## src/rtl/sysreg_pkg.sv

```systemverilog
package sysreg_pkg;

    localparam logic [31:0] SYS_BASE  = 32'hFFFF_FFC0;
    localparam logic [31:0] GPU_BASE  = 32'hE800_0000;
    localparam logic [31:0] BTN_ADDR  = 32'hE006_0000;
    localparam logic [31:0] STOP_ADDR = 32'hE006_0040;

    typedef enum logic [2:0] {
        RG_NONE,
        RG_RAM,
        RG_GPU,
        RG_SYS,
        RG_BTN,
        RG_STOP
    } region_e;

    typedef enum logic [2:0] {
        SL_ICNT  = 3'd0,
        SL_CLK   = 3'd1,
        SL_RSVD  = 3'd2,
        SL_ITB   = 3'd3,
        SL_DSP   = 3'd4,
        SL_RSP   = 3'd5,
        SL_PC    = 3'd6,
        SL_FLAGS = 3'd7
    } slot_e;

    typedef enum logic {
        ST_RUN,
        ST_HALT
    } stop_state_e;

endpackage

```

## src/rtl/sysreg_addr_decode.sv

```systemverilog
module sysreg_addr_decode
    import sysreg_pkg::*;
#(
    parameter logic [31:0] RAM_BYTES = 32'h0008_0000
) (
    input  logic [31:0] addr,
    output region_e     region
);
    always_comb begin
        if (addr >= SYS_BASE) begin
            region = RG_SYS;
        end else if (addr >= GPU_BASE) begin
            region = RG_GPU;
        end else if (addr == BTN_ADDR) begin
            region = RG_BTN;
        end else if (addr == STOP_ADDR) begin
            region = RG_STOP;
        end else if (addr < RAM_BYTES) begin
            region = RG_RAM;
        end else begin
            region = RG_NONE;
        end
    end
endmodule

```

## src/rtl/sysreg_counters.sv

```systemverilog
module sysreg_counters #(
    parameter int DATA_W  = 32,
    parameter int NUM_CNT = 2
) (
    input  logic              clk,
    input  logic              rst_n,
    input  logic [NUM_CNT-1:0] inc,
    output logic [DATA_W-1:0] cnt_q [NUM_CNT]
);
    for (genvar g = 0; g < NUM_CNT; g++) begin : g_cnt
        always_ff @(posedge clk or negedge rst_n) begin
            if (!rst_n) begin
                cnt_q[g] <= '0;
            end else if (inc[g]) begin
                cnt_q[g] <= cnt_q[g] + 1'b1;
            end
        end
    end
endmodule

```

## src/rtl/sysreg_rw_file.sv

```systemverilog
module sysreg_rw_file #(
    parameter int DATA_W     = 32,
    parameter int FIRST_SLOT = 3,
    parameter int NUM_RW     = 5
) (
    input  logic              clk,
    input  logic              rst_n,
    input  logic              wr_en,
    input  logic [2:0]        slot,
    input  logic [DATA_W-1:0] wdata,
    output logic [DATA_W-1:0] rw_q [NUM_RW]
);
    for (genvar g = 0; g < NUM_RW; g++) begin : g_reg
        localparam logic [2:0] MY_SLOT = 3'(FIRST_SLOT + g);
        always_ff @(posedge clk or negedge rst_n) begin
            if (!rst_n) begin
                rw_q[g] <= '0;
            end else if (wr_en && slot == MY_SLOT) begin
                rw_q[g] <= wdata;
            end
        end
    end
endmodule

```

## src/rtl/sysreg_stop_fsm.sv

```systemverilog
module sysreg_stop_fsm
    import sysreg_pkg::*;
(
    input  logic clk,
    input  logic rst_n,
    input  logic stop_wr,
    output logic sim_stop
);
    stop_state_e state_q, state_d;

    always_comb begin
        state_d = state_q;
        unique case (state_q)
            ST_RUN:  if (stop_wr) state_d = ST_HALT;  // RUN_TO_HALT
            ST_HALT: state_d = ST_HALT;               // HALT_HOLD
            default: state_d = ST_RUN;
        endcase
    end

    always_ff @(posedge clk or negedge rst_n) begin
        if (!rst_n) begin
            state_q <= ST_RUN;
        end else begin
            state_q <= state_d;
        end
    end

    always_comb begin
        unique case (state_q)
            ST_RUN:  sim_stop = 1'b0;
            ST_HALT: sim_stop = 1'b1;
            default: sim_stop = 1'b0;
        endcase
    end
endmodule

```

## src/rtl/sysreg_decoder.sv

```systemverilog
module sysreg_decoder
    import sysreg_pkg::*;
#(
    parameter int          DATA_W    = 32,
    parameter int          BTN_W     = 12,
    parameter int          IRQ_W     = 8,
    parameter logic [31:0] RAM_BYTES = 32'h0008_0000
) (
    input  logic              clk,
    input  logic              rst_n,
    input  logic              bus_req,
    input  logic              bus_we,
    input  logic [31:0]       bus_addr,
    input  logic [DATA_W-1:0] bus_wdata,
    output logic [DATA_W-1:0] rd_data,
    input  logic              instr_ret,
    input  logic [BTN_W-1:0]  buttons,
    input  logic [IRQ_W-1:0]  irq_num,
    output logic [DATA_W-1:0] vec_addr,
    output logic              ram_sel,
    output logic              gpu_sel,
    output logic              decode_err,
    output logic              sim_stop
);
    localparam int NUM_CNT    = 2;
    localparam int FIRST_SLOT = 3;
    localparam int NUM_RW     = 8 - FIRST_SLOT;
    localparam int VEC_PAD    = DATA_W - IRQ_W - 2;

    region_e           region;
    slot_e             slot;
    logic [DATA_W-1:0] cnt_q [NUM_CNT];
    logic [DATA_W-1:0] rw_q  [NUM_RW];
    logic [DATA_W-1:0] clk_cnt;
    logic [DATA_W-1:0] ins_cnt;
    logic [DATA_W-1:0] rd_next;
    logic [DATA_W-1:0] rd_q;
    logic              err_q;
    logic              rw_wr;
    logic              stop_wr;

    assign slot = slot_e'(bus_addr[5:3]);

    sysreg_addr_decode #(.RAM_BYTES(RAM_BYTES)) u_dec (
        .addr   (bus_addr),
        .region (region)
    );

    sysreg_counters #(.DATA_W(DATA_W), .NUM_CNT(NUM_CNT)) u_cnt (
        .clk   (clk),
        .rst_n (rst_n),
        .inc   ({1'b1, instr_ret}),
        .cnt_q (cnt_q)
    );
    assign ins_cnt = cnt_q[0];
    assign clk_cnt = cnt_q[1];

    assign rw_wr = bus_req && bus_we && (region == RG_SYS);

    sysreg_rw_file #(.DATA_W(DATA_W), .FIRST_SLOT(FIRST_SLOT), .NUM_RW(NUM_RW)) u_rw (
        .clk   (clk),
        .rst_n (rst_n),
        .wr_en (rw_wr),
        .slot  (bus_addr[5:3]),
        .wdata (bus_wdata),
        .rw_q  (rw_q)
    );

    assign stop_wr = bus_req && bus_we && (region == RG_STOP);

    sysreg_stop_fsm u_stop (
        .clk      (clk),
        .rst_n    (rst_n),
        .stop_wr  (stop_wr),
        .sim_stop (sim_stop)
    );

    always_comb begin
        rd_next = '0;
        unique case (region)
            RG_SYS: begin
                unique case (slot)
                    SL_ICNT: rd_next = ins_cnt;
                    SL_CLK:  rd_next = clk_cnt;
                    SL_RSVD: rd_next = '0;
                    default: rd_next = rw_q[3'(slot) - 3'(FIRST_SLOT)];
                endcase
            end
            RG_BTN:  rd_next = {{(DATA_W-BTN_W){1'b0}}, buttons};
            default: rd_next = '0;
        endcase
    end

    always_ff @(posedge clk or negedge rst_n) begin
        if (!rst_n) begin
            rd_q  <= '0;
            err_q <= 1'b0;
        end else begin
            rd_q  <= (bus_req && !bus_we) ? rd_next : '0;
            err_q <= bus_req && (region == RG_NONE);
        end
    end

    assign rd_data    = rd_q;
    assign decode_err = err_q;
    assign ram_sel    = bus_req && (region == RG_RAM);
    assign gpu_sel    = bus_req && (region == RG_GPU);
    assign vec_addr   = rw_q[0] + {{VEC_PAD{1'b0}}, irq_num, 2'b00};
endmodule

```

## config.mk

```make
export PLATFORM = sky130hd
export DESIGN_NAME = sysreg_decoder
export DESIGN_NICKNAME = d
export VERILOG_FILES = /design/src/rtl/sysreg_pkg.sv /design/src/rtl/sysreg_addr_decode.sv /design/src/rtl/sysreg_counters.sv /design/src/rtl/sysreg_rw_file.sv /design/src/rtl/sysreg_stop_fsm.sv /design/src/rtl/sysreg_decoder.sv
export SDC_FILE = /design/constraint.sdc
export NUM_CORES = 1
export LEC_CHECK = 0
export ABC_CLOCK_PERIOD_IN_PS = 2100
export BUFFER_PORTS_ARGS = -buffer_cell sky130_fd_sc_hd__buf_2
export CAP_MARGIN = 20
export CELL_PAD_IN_SITES_DETAIL_PLACEMENT = 1
export CELL_PAD_IN_SITES_GLOBAL_PLACEMENT = 1
export CORE_AREA = 2 2 184 186
export CTS_BUF_LIST = sky130_fd_sc_hd__clkbuf_16
export DETAILED_ROUTE_END_ITERATION = 10
export DIE_AREA = 0 0 186 188
export HOLD_SLACK_MARGIN = 0.15
export PLACE_DENSITY_LB_ADDON = 0.3
export SLEW_MARGIN = 20
export SYNTH_ARGS = -nofsm -noshare
export SYNTH_HDL_FRONTEND = slang
export SYNTH_SLANG_ARGS = --single-unit
```

## constraint.sdc

```tcl
create_clock -name clk -period 2.1 [get_ports clk]
set_clock_uncertainty 0.05 [all_clocks]
set_input_delay 0.21 -clock clk [delete_from_list [all_inputs] [get_ports clk]]
set_output_delay 0.21 -clock clk [all_outputs]
set_load 0.01 [all_outputs]
```

==> results.yml <==
place:
  dp_cells: 1657
  dp_hpwl_mm: 25.89
  placed_area_mm2: 0.01463
  place_congestion: 0.8087
  io_buffer_count: 156
  pre_cts_slack_ns: -0.4226
yosys:
  synthFlopType: "dfrtp_1"
  synth-edff-count: 0
  synth_seq_cells: 258
  yosysSeqAreaShare: 0.5193
  synthCells: 985
  async_flop_share: 1.000
  yosysWarnings: 0
  yosysUniqueCellTypes: 49
  syn-num-nets: 1091
  synth_area_mm2: 0.01243
  syn_avg_cell_area_um2: 12.62
clock_network:
  cts_tree: "built"
  cts.clk_slew.worst_paths_ns: 0.06
  ctsRootBufferMaster: "clkbuf_16"
  insertion_delay_ns: 0.55
  cts.sinks: 258
  clock_path_buffers: 3
  cts_buffers: 28
  htree_num_levels: 1
timing:
  slew_violations: 0
  setup_violations: 28
  slew_headroom: 0.5671
  hold-worst-slack_ns: 0.2161
  hold_viol: 0
  finalSetupTns_ns: -18.41
  fin_crit_sh: 1.396
  setup_ws_ns: -0.8309
  rsz0062_at_grt: "yes"
  max_freq_ghz: 0.3412
  final.min_clock_period_ns: 2.931
  tightest_slew_ns: 0.6426
die:
  row_count: 67
  initial_core_util: 0.3754
  die-area_mm2: 0.03497
  dieWidth_um: 186
  core_area_mm2: 0.03311
  ios: 157
  dieHeight_um: 188
min_path:
  hold_class: "input port to register"
  whs_path_depth: 6
  worstHoldStart: "bus_addr[29]"
  min_delay_worst_endpoint: "u_stop.state_q"
cells_and_area:
  final_cells: 1767
  design_area_mm2: 0.01632
  drive_gt1_frac: 0.3417
  areaGrowthSynthToFinish_pct: 31.26
  final_common_cell: "dfrtp_1"
  final_core_util: 0.4928
  layout_common_cells: "258 x dfrtp_1, 154 x buf_2, 104 x mux2_1, 104 x buf_4, 59 x nand2_1"
  final_nets: 1402
worst_setup_path:
  crit_path_max_fanout: 9
  cp.arrival_ns: 2.67
  rr_worst_depth: 6
  worstReg2RegEnd: "rd_data[16]"
  rrSetupSlack_ns: 0.10
  path_class: "register to output pin"
  startpoint: "u_rw.rw_q[131]"
  worstSetupEndpointType: "output pin"
  r2r_start: "u_rw.rw_q[144]"
  crit_required_ns: 1.84
  start_kind: "register"
detailed_routing:
  routedWlPerCell_um: 20.78
  antenna_left: 0
  drt-initial-drc-count: 480
  first_pass_iters: 5
  post-route-drc-count: 0
  wl_mm: 36.72
  vias: 9236
  avgViaCountPerCell: 5.227
grt:
  grt_pass1_wl_mm: 59.14
  grt_antenna_before_repair: 2
  grt.overflow.total: 0
  grt_max_degree: 66
  grt_pass1_vias: 10430
  gr-usage-all-layers: 0.2170
outcome:
  violations: "setup timing"
  run_status: "complete, but fails checks"
run:
  drv_cap: 0
pwr:
  vdd_drop_max_mv: 0.5460
  power_mw: 10.97
  p_leak_nw: 8.028
  power-per-cell-area_mw_per_mm2: 672.4
[synth_stat cells (all sizes together) (3+ instances only)]
cell     number  area, um2
xnor2        59      516.8
mux4         32      720.7
a22o         12      105.1
and4          8      70.07
a21oi         5      25.02
dfrtp       258       6456
mux2        161       1813
nor4          8      50.05
inv          39      146.4
buf          29      222.7
nand4        21      131.4
nor2b         6      37.54
a222oi       20      200.2
nor3         17      95.09
ha           16      200.2
nor2         53      198.9
o2bb2ai      12      105.1
a21o          3      22.52
a221oi       12      105.1
nand2        60      225.2
and3         17      106.4
o21ai        25      125.1
clkbuf       21      78.83
nand3        26      130.1
and2          7      43.79
o211ai        9      67.56
xor2         29      254.0
[kinds of logic (layout without fill, tap and decap cells)]
kind of cell / after synthesis / count (layout) / synth area share
flops: 258 / 258 / 0.5193
mux: 193 / 193 / 0.2038
fa+ha+maj: 17 / 17 / 0.01771
other cells: 0 / 2 / 0
simple gates: 232 / 232 / 0.09360
compound gates: 108 / 108 / 0.06753
xor+xnor: 88 / 88 / 0.06200
buf+inv: 89 / 421 / 0.03603
[layout make-up]
type	count	area, um2
clock inverter	23	215.2
timing repair buffer	331	2464
tap	448	560.5
sequential	258	6456
multi-input combinational	638	5768
inverter	39	148.9
antenna	2	5.005
clock buffer	28	700.7
fill	3495	16790
[worst max-delay path by stage]
stage              endpoint  slack (ns)
6_report       vec_addr[25]       -0.83
5_1_grt        vec_addr[30]       -0.96
4_1_cts        vec_addr[14]       -0.82
3_5_place_dp   vec_addr[26]       -0.42
3_3_place_gp   vec_addr[21]       -0.35
2_1_floorplan  vec_addr[21]       -0.07
[state kept, by name, summed over array words and instances (netlist names)]
register / cells
u_rw.rw_q: 160
u_cnt.cnt_q: 64
decode_err: 1
u_stop.state_q: 1
rd_data: 32
[per-layer routing]
metal	GRT usage	routed length [um]	vias to the layer above
met5	0	0	-
met4	0.04634	588	0
met3	0.02350	1324	38
met2	0.3705	18170	178
met1	0.2981	16640	4819
li1	-	-	4201
[power by group]
group | internal [mW] | switching [mW] | leakage, nW | total, mW
Combinational | 0.409 | 0.463 | 3.99 | 0.872
Sequential | 5.04 | 0.102 | 3.56 | 5.15
Clock | 2.91 | 2.05 | 0.470 | 4.95
Total | 8.36 | 2.61 | 8.03 | 11.0
[worst max-delay path: stages (launching register included)]
cell,delay (ns)
dfrtp_1,0.40
ha_1,0.30
a21oi_2,0.06
nand4b_1,0.26
a2111oi_4,0.40
buf_12,0.18
o211ai_1,0.11
xnor2_1,0.23
buf_2,0.17
[repair_timing]
action | in CTS | in global routing
pin swaps | 13 | 12
gates resized for setup | 28 | 18
setup endpoints to repair | 30 | 34
hold endpoints to repair | 438 | 0
hold buffers | 51 | 0
buffers inserted | 6 | 2
(Power assumes the default switching activity.)
